--- src/rtl/sio_flag_pkg.sv ---
package sio_flag_pkg;

    localparam int FLAG_W = 8;

    localparam int B_PE   = 0;
    localparam int B_FE   = 1;
    localparam int B_NE   = 2;
    localparam int B_ORE  = 3;
    localparam int B_IDLE = 4;
    localparam int B_RXNE = 5;
    localparam int B_TC   = 6;
    localparam int B_TXE  = 7;

    localparam logic [FLAG_W-1:0] STAT_RST    = 8'hC0;
    // flags cleared by an armed data read
    localparam logic [FLAG_W-1:0] SEQ_RD_MASK = 8'h1F;
    // flags a status write may clear with a zero
    localparam logic [FLAG_W-1:0] SW_CLR_MASK = (FLAG_W'(1) << B_TC) | (FLAG_W'(1) << B_RXNE);

    typedef struct packed {
        logic txe;
        logic tc;
        logic rxne;
        logic idle;
        logic ore;
        logic ne;
        logic fe;
        logic pe;
    } sio_stat_t;

    typedef struct packed {
        logic err;
        logic idle;
        logic rxne;
        logic tc;
        logic txe;
        logic par;
    } sio_ien_t;

    typedef struct packed {
        logic stat_rd;
        logic data_rd;
        logic data_wr;
        logic stat_wr;
    } sio_bus_t;

    function automatic logic [FLAG_W-1:0] clear_mask(
        input sio_bus_t          bus,
        input logic              armed,
        input logic [FLAG_W-1:0] wdata
    );
        logic [FLAG_W-1:0] c;
        c = '0;
        if (bus.data_rd && armed) c = c | SEQ_RD_MASK;
        if (bus.data_rd)          c[B_RXNE] = 1'b1;
        if (bus.data_wr && armed) c[B_TC]   = 1'b1;
        if (bus.data_wr)          c[B_TXE]  = 1'b1;
        if (bus.stat_wr)          c = c | (~wdata & SW_CLR_MASK);
        return c;
    endfunction

endpackage

--- src/rtl/sio_arm_track.sv ---
module sio_arm_track (
    input  logic clk,
    input  logic rst,
    input  logic stat_rd,
    input  logic data_acc,
    output logic armed
);
    always_ff @(posedge clk) begin
        if (rst)           armed <= 1'b0;
        else if (stat_rd)  armed <= 1'b1;
        else if (data_acc) armed <= 1'b0;
    end

    // status read arms the tracker
    p_arm_set_r8: assert property (@(posedge clk) disable iff (rst)
        stat_rd |=> armed);
    // a data access without a fresh status read disarms it
    p_arm_use_r8: assert property (@(posedge clk) disable iff (rst)
        (data_acc && !stat_rd) |=> !armed);
endmodule

--- src/rtl/sio_flag_cell.sv ---
module sio_flag_cell #(
    parameter bit RST_VAL = 1'b0
) (
    input  logic clk,
    input  logic rst,
    input  logic set_i,
    input  logic clr_i,
    output logic q_o
);
    always_ff @(posedge clk) begin
        if (rst)        q_o <= RST_VAL;
        else if (set_i) q_o <= 1'b1;
        else if (clr_i) q_o <= 1'b0;
    end

    p_set_wins_r9: assert property (@(posedge clk) disable iff (rst)
        set_i |=> q_o);
    p_clear_takes_r3: assert property (@(posedge clk) disable iff (rst)
        (clr_i && !set_i) |=> !q_o);
    p_hold_r2: assert property (@(posedge clk) disable iff (rst)
        (!set_i && !clr_i) |=> $stable(q_o));
endmodule

--- src/rtl/sio_irq_merge.sv ---
module sio_irq_merge
    import sio_flag_pkg::*;
(
    input  logic      clk,
    input  logic      rst,
    input  sio_stat_t stat,
    input  sio_ien_t  en,
    output logic      irq
);
    logic err_any;
    assign err_any = stat.fe | stat.ne | stat.ore;

    always_comb begin
        irq = (stat.pe   & en.par)
            | (stat.txe  & en.txe)
            | (stat.tc   & en.tc)
            | (stat.rxne & en.rxne)
            | (stat.idle & en.idle)
            | (err_any   & en.err);
    end

    p_quiet_r10: assert property (@(posedge clk) disable iff (rst)
        (en == '0) |-> !irq);
    p_err_group_r10: assert property (@(posedge clk) disable iff (rst)
        (en.err && (stat.ne || stat.fe || stat.ore)) |-> irq);
endmodule

--- src/rtl/sio_flag_unit.sv ---
module sio_flag_unit
    import sio_flag_pkg::*;
(
    input  logic              clk,
    input  logic              rst,
    input  logic [FLAG_W-1:0] evt_pulse,
    input  logic              stat_rd,
    input  logic              data_rd,
    input  logic              data_wr,
    input  logic              stat_wr,
    input  logic [FLAG_W-1:0] stat_wdata,
    input  logic              ien_par,
    input  logic              ien_txe,
    input  logic              ien_tc,
    input  logic              ien_rxne,
    input  logic              ien_idle,
    input  logic              ien_err,
    output logic [FLAG_W-1:0] status,
    output logic              irq
);
    sio_bus_t          bus;
    sio_ien_t          ien;
    logic              armed;
    logic [FLAG_W-1:0] clr_vec;
    logic [FLAG_W-1:0] stat_q;

    assign bus = '{stat_rd: stat_rd, data_rd: data_rd, data_wr: data_wr, stat_wr: stat_wr};
    assign ien = '{err: ien_err, idle: ien_idle, rxne: ien_rxne,
                   tc: ien_tc, txe: ien_txe, par: ien_par};

    sio_arm_track u_arm (
        .clk      (clk),
        .rst      (rst),
        .stat_rd  (stat_rd),
        .data_acc (data_rd | data_wr),
        .armed    (armed)
    );

    assign clr_vec = clear_mask(bus, armed, stat_wdata);

    for (genvar g = 0; g < FLAG_W; g++) begin : g_flag
        sio_flag_cell #(.RST_VAL(STAT_RST[g])) u_cell (
            .clk   (clk),
            .rst   (rst),
            .set_i (evt_pulse[g]),
            .clr_i (clr_vec[g]),
            .q_o   (stat_q[g])
        );
    end

    sio_irq_merge u_irq (
        .clk  (clk),
        .rst  (rst),
        .stat (sio_stat_t'(stat_q)),
        .en   (ien),
        .irq  (irq)
    );

    assign status = stat_q;

    // transmit-empty only falls after a data write
    p_txe_fall_r6: assert property (@(posedge clk) disable iff (rst)
        $fell(stat_q[B_TXE]) |-> $past(data_wr));
    // error/idle flags only fall after a data read
    p_err_fall_r3: assert property (@(posedge clk) disable iff (rst)
        (|($past(stat_q) & ~stat_q & SEQ_RD_MASK)) |-> $past(data_rd));
    // transfer-complete only falls after a data write or status write
    p_tc_fall_r5: assert property (@(posedge clk) disable iff (rst)
        $fell(stat_q[B_TC]) |-> ($past(data_wr) || $past(stat_wr)));
    // reset value seen the cycle after reset
    p_reset_r1: assert property (@(posedge clk)
        $past(rst) |-> (stat_q == STAT_RST));
endmodule

--- config.mk ---
export PLATFORM = sky130hd
export DESIGN_NAME = sio_flag_unit
export DESIGN_NICKNAME = d
export VERILOG_FILES = /design/src/rtl/sio_flag_pkg.sv /design/src/rtl/sio_arm_track.sv /design/src/rtl/sio_flag_cell.sv /design/src/rtl/sio_irq_merge.sv /design/src/rtl/sio_flag_unit.sv
export SDC_FILE = /design/constraint.sdc
export NUM_CORES = 1
export LEC_CHECK = 0
export BUFFER_PORTS_ARGS = -buffer_cell sky130_fd_sc_hd__buf_2
export CAP_MARGIN = 40
export CORE_AREA = 2 2 39 41
export CTS_BUF_LIST = sky130_fd_sc_hd__clkbuf_4
export CTS_CLUSTER_SIZE = 28
export DETAILED_ROUTE_END_ITERATION = 7
export DIE_AREA = 0 0 41 43
export GPL_TIMING_DRIVEN = 0
export PLACE_DENSITY = 0.73
export SLEW_MARGIN = 40
export SYNTH_ARGS = -nofsm -noshare
export SYNTH_HDL_FRONTEND = slang
export SYNTH_SLANG_ARGS = --single-unit
--- constraint.sdc ---
create_clock -name clk -period 1.18 [get_ports clk]
set_clock_uncertainty 0.05 [all_clocks]
set_input_delay 0.118 -clock clk [delete_from_list [all_inputs] [get_ports clk]]
set_output_delay 0.118 -clock clk [all_outputs]
set_load 0.1 [all_outputs]
# Word-level counts from Yosys, hierarchy flattened
# Index checks and enable logic that the tools add are counted.
# totals
regBits	9
input_bits	28
out_inout_bits	9
word_cells	55
# classes
muxes	19
bitwise_logic	16
reduce_logical	11
# ops
operator	n
2-to-1 mux 1 bit	17
nonzero test 2 bit	7
2-to-1 mux 8 bit	1
bitwise OR 1 bit	8
bitwise OR 8 x 7 -> 8 bit	1
inverter 7 bit	1
bitwise AND 1 bit	6
2-to-1 mux 5 bit	1
OR reduction 2 bit	2
logical AND 1 bit	2

# Logic depth before layout (Yosys ltp)
# logic_depth
depth_word	6
depth_mapped	3
mapped_depth_nobuf	3

# Hierarchy
# A second synthesis with hierarchy kept.
# unflattened
hier_cells	46
hier_area_um2	400.4
# modules_own_cells
mod	instances	cells_each	area_per_inst_um2	seq_area_each_um2
sio_flag_cell (g_flag[0].u_cell ...)	6	4	38.8	20.0
sio_flag_cell (g_flag[6].u_cell ...)	2	4	32.5	20.0
sio_arm_track	1	4	38.8	20.0
sio_flag_unit	1	6	33.8	0.0
sio_irq_merge	1	4	30.0	0.0

# Worst setup path before layout
# No wires, ideal clock.
# synth_timing
path_kind	register -> output
start	reg g_flag[7].u_cell.q_o
end	out irq
t_arrival_ps	1377
required_time_ps	1012
path_slack_ps	-365
stages_incl_launch_ff	3
n_path_buf	0
cell_sequence	dfxtp_1 > a222oi_1 > nand3_1
# synth_via
elab_chain_cells	6
# synth_rtl
element	line_no	rtl
from (decl)	sio_flag_cell.sv:8	output logic q_o
from (signal assigned)	sio_flag_cell.sv:11	if (rst) q_o <= RST_VAL;
from (signal assigned)	sio_flag_cell.sv:12	else if (set_i) q_o <= 1'b1;
from (signal assigned)	sio_flag_cell.sv:13	else if (clr_i) q_o <= 1'b0;
bitwise AND 1 bit	sio_irq_merge.sv:15	| (stat.txe & en.txe)
bitwise OR 1 bit	sio_irq_merge.sv:15	
bitwise OR 1 bit	sio_irq_merge.sv:16	| (stat.tc & en.tc)
bitwise OR 1 bit	sio_irq_merge.sv:17	| (stat.rxne & en.rxne)
bitwise OR 1 bit	sio_irq_merge.sv:18	| (stat.idle & en.idle)
bitwise OR 1 bit	sio_irq_merge.sv:19	| (err_any & en.err);
to (decl)	sio_flag_unit.sv:19	output logic irq
# Every way passes these cells.

# Worst setup path after layout
# Ends and elaborated chain as after synthesis.

==> impl_metrics.toml <==
[routing]
drtPass1Iterations = 4
dr_total_vias = 421
viasPerCell = 4.21
ant_nets = 0
wl_per_cell_microns = 9.11
drcViolationCount = 0
drt_iter0_markers = 3
wl_microns = 911

[yosys]
synth_largest_area_cell = "dfxtp_1"
synth_fa_ha_area_share_pct = 0
synthFlopType = "dfxtp_1"
synth_compound_area_share_pct = 19.4
synth_top_family_by_area = "buffers and inverters"
synth.area.mux_share_pct = 0
synth_edf_count = 0
synth.distinct_cells = 15
synthSimpleGateAreaFrac_pct = 14.9
synth_xor_area_share_pct = 0
async_reset_ff_share_pct = 0
seq_area_frac_synth_pct = 45.7
syn_area_sq_um = 394
syn_inst = 46
synth_common_cells = "dfxtp_1 (9), nor2_1 (9), buf_4 (8)"
synth_seq_cells = 9
synth_top_area_share_pct = 45.7
yosys_warnings = 0
syn-num-nets = 74
synthTopCellsByArea = "dfxtp_1 (46%), buf_4 (15%), nor2_1 (8.6%), a21oi_1 (7.6%), nand2b_1 (3.2%)"
syn_avg_cell_area_sq_um = 8.57

[power]
pwr-share-clk_pct = 27.3
p_total_mw = 0.910
pwr-share-comb_pct = 35.5
p_sw_mw = 0.310
p_int_mw = 0.600
p_seq_share_pct = 37.2
p_sw_share_pct = 34.1
leakage_nw = 0.361
powerDensity_nw_per_um2 = 1250
peakVddDrop_mv = 0.717

[global_route]
grt_pass1_wl_microns = 1540
antenna_found_initial = 0
grt_util_all_layers_pct = 14.1
grt_pass1_vias = 436
grt_max_degree = 10
grt-ovfl-total = 0

[placed_design]
place_inst = 91
dp_hpwl_microns = 689
port_buffers = 29
gp_congestion = 0.673
dpl_cell_area_sq_um = 572

[layout]
nets = 113
multi_input_area_sq_um = 148
syn2layout_area_growth_pct = 84.4
diodes = 0
finalNonFillerCells = 100
seqCellArea_sq_um = 181
drive_above_1_share_pct = 52.4
design_area_sq_um = 727
final_core_util_pct = 52.5
nFillCells = 128

[worst_setup_path]
path_cells = "a222oi_1 > nand3_4 > buf_12"
reg2reg_from = "u_arm.armed"
cp_top_family = "compound AO/OA/AOI/OAI gates"
end_kind = "primary output"
reg2reg_depth = 2
max_stage_delay_ps = 550
setup.worst_path.start = "g_flag[7].u_cell.q_o"
reg2reg_to = "g_flag[6].u_cell.q_o"
endpoint = "irq"
r2r_slack_ps = 280
required_ps = 1010
critPathLaunchType = "flop"
critPathKind = "flop to primary output"
critPathBufInv = 1
worstPathMaxFanout = 2
worst-path-stages = 3
worstPathArrival_ps = 1430
slowest_stage = "a222oi_1"

[floorplanning]
row_count = 14
io_pins = 37
die-width_microns = 41
floorplan.initialDensity_pct = 28.5
die_h_microns = 43
core_area_sq_um = 1380
die-area_sq_um = 1760

[clock_tree]
htree_levels = 1
cts_root_buf = "clkbuf_4"
clkSinkCount = 9
cts_tree = "done"
cts.path.max_buffers = 2
numCtsBuffers = 3
insertion_delay_ps = 250
cts.clk_slew.worst_paths_ps = 60

[timing]
fmax_mhz = 624
slew_headroom_pct = 62.1
tightest_slew_ps = 569
tns_ps = -423
finalCriticalPeriod_ps = 1600
fin_crit_sh_pct = 136
rsz0062_at_grt = "yes"
slew_violations = 0
hold_violations = 0
setup_viol = 1
setup_ws_ps = -423

[run_status]
violations = "negative setup slack"
outcome = "finished, violations left"

[run]
maxCapViolCount = 0

[worst_hold_path]
hold_path_class = "primary input to flop"
-- sequential cells by signal, indices dropped and copies added, names as in the netlist --
name and flops:
g_flag.u_cell.q_o 8, u_arm.armed 1
-- worst reg2reg max path, cell delays in order, from the launching register on --
cell     delay [ps]
dfxtp_1         340
nand2_1          50
a311o_1         340
-- cell type report --
cell class / count / share of cell area (%)
Sequential cell: 9 / 25.0
Inverter: 2 / 1.03
Tap cell: 16 / 2.75
Multi-Input combinational cell: 26 / 20.3
Buffer: 8 / 8.78
Timing Repair Buffer: 35 / 38.0
Clock buffer: 4 / 4.13
-- kinds of logic (layout without fill, tap and decap cells) --
family                 count (synthesis)  after routing
AOI/OAI and AO/OA                     12             12
buffers and inverters                 11             49
DFF                                    9              9
and+or+nand+nor                       14             14
-- placed cells by master, fill, tap and decap left out, drive strengths merged --
cell         Yosys  layout
clkbuf           0       4
a311o            1       1
inv              2       2
nand2            2       2
dlygate4sd3      0       5
dfxtp            9       9
a31oi            1       1
o31ai            1       1
o21ai            1       1
nand2b           2       2
nand3            1       1
a21oi            6       6
a222oi           1       1
a22oi            1       1
buf              9      38
nor2             9       9
-- per-layer routing --
metal | vias up | global-route usage (%) | wire, microns
li1 | 227 | - | -
met1 | 174 | 10.6 | 324
met2 | 20 | 25.0 | 493
met3 | 0 | 7.85 | 93
met4 | 0 | 8.00 | 0
met5 | - | 0 | 0
-- through the flow --
step	hold WS, ps	worst slack [ps]
floorplan	165	-70.4
CTS	4.04	-434
finish	20.0	-423
global placement	253	-214
global route	4.11	-484
detailed placement	272	-210
-- power groups by stage --
stage	registers (mW)	clock network (mW)	logic [mW]
global placement	0.345	0	0.271
floorplan	0.342	0	0.217
detailed placement	0.346	0	0.272
CTS	0.339	0.271	0.317
finish	0.338	0.248	0.324
global route	0.341	0.284	0.341
-- what timing repair did --
item	in CTS	in global routing
resized for setup	18	5
pin swaps	2	2
hold buffers	5	0
buffers inserted	1	0
hold endpoints to repair	4	0
setup endpoints to repair	9	5
-- how the worst min path moves through the flow --
stage / from / slack [ps] / depth (start not counted) / endpoint
floorplan: evt_pulse[7] / 170 / 2 / g_flag[7].u_cell.q_o
global placement: evt_pulse[7] / 250 / 3 / g_flag[7].u_cell.q_o
detailed placement: evt_pulse[7] / 270 / 3 / g_flag[7].u_cell.q_o
CTS: evt_pulse[5] / 4 / 3 / g_flag[5].u_cell.q_o
global route: evt_pulse[2] / 4 / 3 / g_flag[2].u_cell.q_o
finish: evt_pulse[5] / 20 / 3 / g_flag[5].u_cell.q_o
(Power assumes the default switching activity.)
